===== src/rtl/i2ct_pkg.sv =====
package i2ct_pkg;
    localparam int DATA_W   = 32;
    localparam int SEL_W    = 3;
    localparam int ADDR_W   = 7;
    localparam int BYTE_W   = ADDR_W + 1;
    localparam int NSTS     = 3;

    localparam logic [DATA_W-1:0] CTRL_KEEP = 32'h0071C3FF;
    localparam int TGT_EN_BIT    = 1;
    localparam int CMD_RXH_BIT   = 0;
    localparam int BUF_LSB       = 8;

    localparam int ST_RX_DONE = 0;
    localparam int ST_STOP    = 1;
    localparam int ST_MATCH   = 2;

    typedef enum logic [SEL_W-1:0] {
        SEL_CTRL    = 3'd0,
        SEL_IRQ_EN  = 3'd1,
        SEL_IRQ_STS = 3'd2,
        SEL_CMD     = 3'd3,
        SEL_OWN     = 3'd4,
        SEL_BUF     = 3'd5
    } reg_sel_e;

    typedef enum logic {
        TS_IDLE = 1'b0,
        TS_DATA = 1'b1
    } tgt_state_e;
endpackage


===== src/rtl/i2ct_regs.sv =====
module i2ct_regs
    import i2ct_pkg::*;
#(
    parameter int DW = DATA_W,
    parameter int AW = ADDR_W,
    parameter int BW = BYTE_W,
    parameter int NS = NSTS
) (
    input  logic              clk,
    input  logic              rst_n,
    input  logic              reg_we,
    input  logic [SEL_W-1:0]  reg_addr,
    input  logic [DW-1:0]     reg_wdata,
    input  logic [NS-1:0]     sts_q,
    input  logic [BW-1:0]     rx_byte_q,
    output logic [DW-1:0]     reg_rdata,
    output logic [NS-1:0]     irq_en_q,
    output logic [AW-1:0]     match_addr_q,
    output logic              armed_q,
    output logic              cmd_rxh,
    output logic              sts_wr,
    output logic [NS-1:0]     sts_wmask
);
    typedef struct packed {
        logic [DW-1:0] ctrl;
        logic [NS-1:0] irq_en;
        logic [AW-1:0] own;
        logic [AW-1:0] match;
        logic          armed;
    } regs_t;

    regs_t r_d, r_q;

    always_comb begin
        r_d = r_q;
        if (reg_we) begin
            case (reg_sel_e'(reg_addr))
                SEL_CTRL: begin
                    r_d.ctrl = reg_wdata & CTRL_KEEP;
                    if (reg_wdata[TGT_EN_BIT]) begin
                        r_d.match = r_q.own;
                        r_d.armed = 1'b1;
                    end else begin
                        r_d.armed = 1'b0;
                    end
                end
                SEL_IRQ_EN: r_d.irq_en = reg_wdata[NS-1:0];
                SEL_OWN:    r_d.own    = reg_wdata[AW-1:0];
                default: ;
            endcase
        end
    end

    always_ff @(posedge clk or negedge rst_n) begin
        if (!rst_n) r_q <= '0;
        else        r_q <= r_d;
    end

    assign irq_en_q     = r_q.irq_en;
    assign match_addr_q = r_q.match;
    assign armed_q      = r_q.armed;
    assign cmd_rxh      = reg_we && (reg_addr == SEL_CMD) && reg_wdata[CMD_RXH_BIT];
    assign sts_wr       = reg_we && (reg_addr == SEL_IRQ_STS);
    assign sts_wmask    = reg_wdata[NS-1:0];

    always_comb begin
        reg_rdata = '0;
        case (reg_sel_e'(reg_addr))
            SEL_CTRL:    reg_rdata = r_q.ctrl;
            SEL_IRQ_EN:  reg_rdata = {{(DW-NS){1'b0}}, r_q.irq_en};
            SEL_IRQ_STS: reg_rdata = {{(DW-NS){1'b0}}, sts_q};
            SEL_OWN:     reg_rdata = {{(DW-AW){1'b0}}, r_q.own};
            SEL_BUF:     reg_rdata = {{(DW-BW-BUF_LSB){1'b0}}, rx_byte_q, {BUF_LSB{1'b0}}};
            default:     reg_rdata = '0;
        endcase
    end

    // control keeps only the allowed bits of the written word
    p_ctrl_keep_r2: assert property (@(posedge clk) disable iff (!rst_n)
        (reg_we && reg_addr == SEL_CTRL) |=> (r_q.ctrl == ($past(reg_wdata) & CTRL_KEEP)));

    // enabling copies the own address into the match address
    p_arm_copy_r3: assert property (@(posedge clk) disable iff (!rst_n)
        (reg_we && reg_addr == SEL_CTRL && reg_wdata[TGT_EN_BIT])
        |=> (armed_q && match_addr_q == $past(r_q.own)));
endmodule


===== src/rtl/i2ct_rx_fsm.sv =====
module i2ct_rx_fsm
    import i2ct_pkg::*;
#(
    parameter int AW = ADDR_W,
    parameter int NS = NSTS
) (
    input  logic           clk,
    input  logic           rst_n,
    input  logic           ev_start_wr,
    input  logic [AW-1:0]  ev_addr,
    input  logic           ev_data,
    input  logic [AW:0]    ev_byte,
    input  logic           ev_stop,
    input  logic           armed_q,
    input  logic [AW-1:0]  match_addr_q,
    input  logic           cmd_rxh,
    output logic [AW:0]    rx_byte_q,
    output logic [NS-1:0]  sts_set,
    output logic           bus_ack
);
    localparam int BW = AW + 1;

    typedef struct packed {
        tgt_state_e    state;
        logic [BW-1:0] rx_byte;
        logic          ack;
    } fsm_t;

    fsm_t f_d, f_q;
    logic start_hit;

    always_comb begin
        f_d       = f_q;
        f_d.ack   = 1'b0;
        sts_set   = '0;
        start_hit = ev_start_wr && armed_q && (ev_addr == match_addr_q);

        if (start_hit) begin
            f_d.rx_byte          = {ev_addr, 1'b0};
            f_d.state            = TS_DATA;
            sts_set[ST_MATCH]    = 1'b1;
            sts_set[ST_RX_DONE]  = 1'b1;
        end else if (f_q.state == TS_DATA) begin
            if (ev_data) begin
                f_d.rx_byte         = ev_byte;
                sts_set[ST_RX_DONE] = 1'b1;
            end
            if (ev_stop) begin
                f_d.state        = TS_IDLE;
                sts_set[ST_STOP] = 1'b1;
            end
        end

        if (f_q.state == TS_DATA && cmd_rxh) begin
            f_d.ack = 1'b1;
        end
    end

    always_ff @(posedge clk or negedge rst_n) begin
        if (!rst_n) f_q <= '{state: TS_IDLE, rx_byte: '0, ack: 1'b0};
        else        f_q <= f_d;
    end

    assign rx_byte_q = f_q.rx_byte;
    assign bus_ack   = f_q.ack;

    // acknowledge pulse only follows a cycle spent in the data phase
    p_ack_in_data_r9: assert property (@(posedge clk) disable iff (!rst_n)
        bus_ack |-> $past(f_q.state == TS_DATA));

    // acknowledge lasts a single cycle unless a new command arrives
    p_ack_single_r9: assert property (@(posedge clk) disable iff (!rst_n)
        (bus_ack && !cmd_rxh) |=> !bus_ack);

    // an accepted start enters the data phase with the shifted address
    p_start_enter_r4: assert property (@(posedge clk) disable iff (!rst_n)
        (ev_start_wr && armed_q && ev_addr == match_addr_q)
        |=> (f_q.state == TS_DATA && rx_byte_q == {$past(ev_addr), 1'b0}));

    // a stop in the data phase returns to idle
    p_stop_idle_r6: assert property (@(posedge clk) disable iff (!rst_n)
        (ev_stop && !ev_start_wr && f_q.state == TS_DATA) |=> (f_q.state == TS_IDLE));

    // idle ignores data bytes
    p_idle_hold_r5: assert property (@(posedge clk) disable iff (!rst_n)
        (f_q.state == TS_IDLE && !ev_start_wr) |=> $stable(rx_byte_q));
endmodule


===== src/rtl/i2ct_irq.sv =====
module i2ct_irq
    import i2ct_pkg::*;
#(
    parameter int NS = NSTS
) (
    input  logic           clk,
    input  logic           rst_n,
    input  logic [NS-1:0]  sts_set,
    input  logic           sts_wr,
    input  logic [NS-1:0]  sts_wmask,
    input  logic [NS-1:0]  irq_en_q,
    output logic [NS-1:0]  sts_q,
    output logic           irq
);
    localparam logic [NS-1:0] BYPASS = NS'(1) << ST_MATCH;

    typedef struct packed {
        logic [NS-1:0] sts;
    } irq_t;

    irq_t s_d, s_q;
    logic [NS-1:0] clr;

    always_comb begin
        s_d   = s_q;
        clr   = sts_wr ? sts_wmask : '0;
        s_d.sts = (s_q.sts & ~clr) | sts_set;
    end

    always_ff @(posedge clk or negedge rst_n) begin
        if (!rst_n) s_q <= '0;
        else        s_q <= s_d;
    end

    assign sts_q = s_q.sts;
    assign irq   = |(s_q.sts & (irq_en_q | BYPASS));

    // the match flag always reaches the interrupt line
    p_match_bypass_r7: assert property (@(posedge clk) disable iff (!rst_n)
        sts_q[ST_MATCH] |-> irq);

    // written ones clear flags when nothing is raised
    p_w1c_r8: assert property (@(posedge clk) disable iff (!rst_n)
        (sts_wr && sts_set == '0) |=> ((sts_q & $past(sts_wmask)) == '0));

    // raised flags survive a same-cycle clear
    p_set_wins_r8: assert property (@(posedge clk) disable iff (!rst_n)
        (sts_set != '0) |=> ((sts_q & $past(sts_set)) == $past(sts_set)));
endmodule


===== src/rtl/i2ct_rx_top.sv =====
module i2ct_rx_top
    import i2ct_pkg::*;
(
    input  logic                clk,
    input  logic                rst_n,
    input  logic                reg_we,
    input  logic [SEL_W-1:0]    reg_addr,
    input  logic [DATA_W-1:0]   reg_wdata,
    output logic [DATA_W-1:0]   reg_rdata,
    input  logic                ev_start_wr,
    input  logic [ADDR_W-1:0]   ev_addr,
    input  logic                ev_data,
    input  logic [BYTE_W-1:0]   ev_byte,
    input  logic                ev_stop,
    output logic                irq,
    output logic                bus_ack
);
    logic [NSTS-1:0]   sts_q, sts_set, irq_en_q, sts_wmask;
    logic [BYTE_W-1:0] rx_byte_q;
    logic [ADDR_W-1:0] match_addr_q;
    logic              armed_q, cmd_rxh, sts_wr;

    i2ct_regs #(.DW(DATA_W), .AW(ADDR_W), .BW(BYTE_W), .NS(NSTS)) u_regs (
        .clk          (clk),
        .rst_n        (rst_n),
        .reg_we       (reg_we),
        .reg_addr     (reg_addr),
        .reg_wdata    (reg_wdata),
        .sts_q        (sts_q),
        .rx_byte_q    (rx_byte_q),
        .reg_rdata    (reg_rdata),
        .irq_en_q     (irq_en_q),
        .match_addr_q (match_addr_q),
        .armed_q      (armed_q),
        .cmd_rxh      (cmd_rxh),
        .sts_wr       (sts_wr),
        .sts_wmask    (sts_wmask)
    );

    i2ct_rx_fsm #(.AW(ADDR_W), .NS(NSTS)) u_fsm (
        .clk          (clk),
        .rst_n        (rst_n),
        .ev_start_wr  (ev_start_wr),
        .ev_addr      (ev_addr),
        .ev_data      (ev_data),
        .ev_byte      (ev_byte),
        .ev_stop      (ev_stop),
        .armed_q      (armed_q),
        .match_addr_q (match_addr_q),
        .cmd_rxh      (cmd_rxh),
        .rx_byte_q    (rx_byte_q),
        .sts_set      (sts_set),
        .bus_ack      (bus_ack)
    );

    i2ct_irq #(.NS(NSTS)) u_irq (
        .clk       (clk),
        .rst_n     (rst_n),
        .sts_set   (sts_set),
        .sts_wr    (sts_wr),
        .sts_wmask (sts_wmask),
        .irq_en_q  (irq_en_q),
        .sts_q     (sts_q),
        .irq       (irq)
    );
endmodule


===== config.mk =====
export PLATFORM = sky130hd
export DESIGN_NAME = i2ct_rx_top
export DESIGN_NICKNAME = d
export VERILOG_FILES = /design/src/rtl/i2ct_pkg.sv /design/src/rtl/i2ct_regs.sv /design/src/rtl/i2ct_rx_fsm.sv /design/src/rtl/i2ct_irq.sv /design/src/rtl/i2ct_rx_top.sv
export SDC_FILE = /design/constraint.sdc
export NUM_CORES = 1
export LEC_CHECK = 0
export BUFFER_PORTS_ARGS = -buffer_cell sky130_fd_sc_hd__buf_4
export CAP_MARGIN = 40
export CORE_ASPECT_RATIO = 1.25
export CORE_MARGIN = 2
export CORE_UTILIZATION = 45
export DETAILED_ROUTE_END_ITERATION = 8
export GPL_TIMING_DRIVEN = 0
export PLACE_DENSITY = 0.84
export SYNTH_ARGS = -nofsm -noshare
export SYNTH_HDL_FRONTEND = slang
export SYNTH_SLANG_ARGS = --single-unit

===== constraint.sdc =====
create_clock -name clk -period 2.7 [get_ports clk]
set_input_delay 0.54 -clock clk [delete_from_list [all_inputs] [get_ports clk]]
set_output_delay 0.54 -clock clk [all_outputs]
set_load 0.03 [all_outputs]

### Yosys cells after proc, flatten, opt, wreduce, memory -nomap -nowiden

Cells that the tools add are included.

| word-level totals | value |
|---|---|
| logic and storage cells | 48 |
| register bits after elaboration | 47 |
| bits of input ports | 56 |
| output and inout port bits | 34 |

| cells by class | value |
|---|---|
| multiplexer cells | 14 |
| bitwise operators | 4 |
| equal/unequal tests | 6 |
| reduce and logical (&&, ||, !) cells | 15 |

Operators by type and width:

| kind | number |
|---|---|
| $pmux W23 S5 | 1 |
| $mux W9 | 2 |
| $mux W1 | 8 |
| $mux W8 | 1 |
| $reduce_and A2 Y1 | 4 |
| $eq A7 B7 Y1 | 1 |
| $and A3 B3 Y3 | 2 |
| $eq A3 B2 Y1 const B | 2 |
| $eq A3 B3 Y1 const B | 2 |
| $logic_and A1 B1 Y1 | 6 |
| $reduce_bool A2 Y1 | 2 |
| $eq A3 B1 Y1 const B | 1 |
| $logic_not A3 Y1 | 1 |
| $mux W3 | 1 |
| $not A3 Y3 | 1 |
| $or A3 B3 Y3 | 1 |
| $reduce_and A3 Y1 | 1 |
| $reduce_or A3 Y1 | 1 |
| $mux W2 | 1 |

### Depth between registers and ports, before layout

| logic depth | value |
|---|---|
| depth after elaboration | 6 |
| depth in mapped cells | 5 |
| gate-level depth less buffers | 4 |

### By module

A second synthesis with hierarchy kept.

| unflattened totals | value |
|---|---|
| cells, all modules | 209 |
| area total of the unflattened synthesis | 2518.7 µm² |

By module, submodules not included:

| module | cells each | area an instance (µm²) | instances | sequential area each (µm²) |
|---|---|---|---|---|
| i2ct_regs | 145 | 1760.4 | 1 | 825.8 |
| i2ct_rx_fsm | 54 | 639.4 | 1 | 250.2 |
| i2ct_irq | 10 | 118.9 | 1 | 75.1 |

### Worst setup path before layout

No wires, ideal clock.

| path | value |
|---|---|
| path kind | input to output |
| start point | input port reg_addr[0] |
| end point | output port reg_rdata[0] |
| arrival time | 1789 ps |
| buffers on the path | 1 |
| data required time | 2160 ps |
| path slack | 371 ps |
| stages on the path | 5 |
| cell sequence | clkbuf_1 > inv_1 > nor2_1 > a21oi_1 > o21ai_0 |

| on the way | value |
|---|---|
| longest elaborated chain between the ends | 2 |
| elaborated cells between the ends (all ways) | 6 |
| those cells by class | eq/ne: 4; mux: 1; reduce/logical: 1 |

Ends and longest elaborated chain:

| what | line | source |
|---|---|---|
| from (decl) | i2ct_rx_top.sv:7 | `input logic [SEL_W-1:0] reg_addr,` |
| $eq A3 B3 Y1 (tied with other cells) | i2ct_regs.sv:68 | `case (reg_sel_e'(reg_addr))` |
| $pmux W23 S5 * | i2ct_regs.sv:68 |  |
| to (decl) | i2ct_rx_top.sv:9 | `output logic [DATA_W-1:0] reg_rdata,` |

Mark *: on every way between the ends. The rest lies on a longest branch, timed or not.

### Final worst setup path

| path | value |
|---|---|
| start point | input port reg_addr[0] |
| end point | output port reg_rdata[14] |

The elaborated chain is that of the path after synthesis.

==> impl_metrics.tcl <==
set metrics [dict create \
    status "complete, no violations" \
    placed_cell_area_um2 2882 \
    postCtsHoldBufs 0 \
    cts_made_buffers 5 \
    dp_hpwl_um 3786 \
    grt_pass1_wl_um 7700 \
    critPathLaunchType "primary input" \
    vias 1659 \
    num-fill-cells 416 \
    synth_xor_xnor_area_share_pct 2.666 \
    worst-setup-path-type "in2out" \
    netlist_top_cells_area "dfrtp_1 50%, mux2_2 20%, buf_4 4.2%" \
    syn_area_um2 2300 \
    yosysSeqAreaShare_pct 50.05 \
    worstMarginPinSlew_ns 0.7594 \
    finalCriticalPeriod_ns 2.474 \
    setup_ws_ns 0.2256 \
    mostFrequentLayoutCells "74 x buf_4, 46 x dfrtp_1, 41 x mux2_2, 12 x nand2_1, 12 x conb_1" \
    leakage_nw 1.457 \
    antenna_found_initial 0 \
    area_growth_pct 28.62 \
    synthMuxAreaShare_pct 26.39 \
    clock_path_buffers 2 \
    final-hold-violation-count 0 \
    cts-resized-gates 0 \
    whs_ns 0.2433 \
    async_reset_ff_share_pct 100.0 \
    design.die.area_um2 5702 \
    overflow 0 \
    antenna_cells 0 \
    dpl_worst_slack_ns 0.1915 \
    worst_ep_arrival_time_ns 1.93 \
    final_common_cell "buf_4" \
    routedWlPerCell_um 14.64 \
    synth_cell_types 31 \
    cts_sinks 46 \
    peakVddDrop_mv 0.2989 \
    syn_inst 188 \
    drc 0 \
    clkTransAtPathRegs_ns 0.08 \
    fin_area_um2 2958 \
    rows 29 \
    drt_iter0_drc 50 \
    routed_via_density 5.027 \
    period_share_pct 91.64 \
    synthesis.area_per_instance_um2 12.23 \
    htreeDepth 2 \
    post_cts_buffers 0 \
    synth_ff_type "dfrtp_1" \
    cts_tree "done" \
    core-area_um2 5007 \
    synth-seq-cells 46 \
    root_buffer "clkbuf_8" \
    synth-adder-area-share_pct 0 \
    critPathMaxFanout 10 \
    grt.total_usage_pct 18.07 \
    cp-end-kind "output pin" \
    start_util_pct 45.93 \
    synth_top_family_by_area "multiplexers" \
    setup_tns_ns 0 \
    port_buffers 61 \
    die_y_um 83.93 \
    rsz0062_at_grt "no" \
    synth.top_cell.area_share_pct 50.05 \
    first_global_vias 1641 \
    ant_nets 0 \
    fmax_ghz 0.4041 \
    gp_congestion 0.8705 \
    p_per_area_nw_per_um2 637.8 \
    io-pin-count 90 \
    r2r_slack_ns 0.96 \
    drv_cap 0 \
    worstHoldPathType "in2async" \
    die_w_um 67.94 \
    dr.pass1.iters 4 \
    grt_max_degree 47 \
    yosys.area.top_type "dfrtp_1" \
    synth_compound_area_share_pct 4.461 \
    finalMaxSlewViolations 0 \
    ys_warn_count 0 \
    worst_skew_pair.late_latency_ns 0.29 \
    synth-edff-count 0 \
    slew_headroom_pct 49.10 \
    drive_gt1_share_pct 48.88 \
    setup_viol 0 \
    yosys.area_share.simple_pct 10.50 \
    finalNetCount 324 \
    cp.required_ns 2.16 \
    fin_skew_ns 0.006634 \
    routed_wl_um 4830 \
]
[Yosys cell counts, types with 2 or more instances]
| master | instances |
|---|---|
| a22o_1 | 4 |
| a21oi_1 | 3 |
| nand2_1 | 12 |
| xnor2_1 | 5 |
| nand3_1 | 3 |
| nand2b_1 | 2 |
| inv_1 | 3 |
| dfrtp_1 | 46 |
| mux2_4 | 5 |
| mux2_2 | 41 |
| nor3_1 | 6 |
| and2_1 | 9 |
| buf_4 | 13 |
| o21ai_0 | 5 |
| nor2_1 | 8 |
| xor2_1 | 2 |
| mux2i_1 | 7 |
[routing by layer]
metal / vias up / track usage, % / part of all wire (%)
li1: 797 / - / -
met1: 796 / 20.50 / 37
met2: 60 / 32.39 / 54
met3: 6 / 4.453 / 7.6
met4: 0 / 5.091 / 0.93
met5: - / 0 / 0
[cell type report]
type	count	area [um2]	area share, %
flip-flops and latches	46	1151	38.92
multi-input cells	133	1057	35.74
repair buffers	62	462.9	15.65
plain buffers	17	121.4	4.103
well taps	62	77.57	2.623
clock buffers	7	76.32	2.580
inverters	3	11.26	0.3807
[cells by family (layout without fill, tap and decap cells)]
| group | Yosys count | after routing |
|---|---|---|
| multiplexers | 53 | 53 |
| AO/OA/AOI/OAI | 15 | 15 |
| buffers and inverters | 20 | 89 |
| other | 1 | 12 |
| XOR/XNOR | 7 | 7 |
| flip-flops | 46 | 46 |
| AND/OR/NAND/NOR | 46 | 46 |
[critical path: stages]
cell,delay [ns]
buf_4,0.09
clkbuf_1,0.37
inv_1,0.11
nor2_1,0.45
a22o_1,0.21
buf_4,0.16
[through the flow]
step                utilization [%]  total power [W]  instances
floorplan                         -         0.001333        199
global placement              57.45         0.001487        322
detailed placement            57.55         0.001522        323
CTS                           59.07         0.001908        330
global route                  59.07         0.001999        330
finish                        59.07         0.001887        330
[state kept, by name, summed over array words and instances, names as in the netlist]
signal / count
u_fsm.rx_byte_q: 8
u_irq.sts_q: 3
u_regs.r_q: 23
u_fsm.f_q: 1
u_regs.match_addr_q: 7
u_fsm.bus_ack: 1
u_regs.irq_en_q: 3
[power breakdown]
| group | switching [W] | leakage, nW | internal (W) | total [W] |
|---|---|---|---|---|
| clock network | 0.000207 | 0.0383 | 0.000178 | 0.000386 |
| logic | 0.000229 | 0.846 | 0.000304 | 0.000533 |
| registers | 0.000108 | 0.572 | 0.000860 | 0.000968 |
[final timing paths]
path | start | to | depth (start not counted)
setup / recovery | reg_addr[0] | reg_rdata[14] | 6
hold / removal | rst_n | u_irq.sts_q[1] | 1
setup reg to reg | u_regs.match_addr_q[3] | u_fsm.rx_byte_q[4] | 5
hold reg to reg | u_regs.r_q[38] | u_regs.r_q[38] | 1
max in group asynchronous | rst_n | u_fsm.rx_byte_q[4] | 1
min in group clk | ev_stop | u_fsm.f_q[9] | 2
Power figures use the tool's default switching activity.
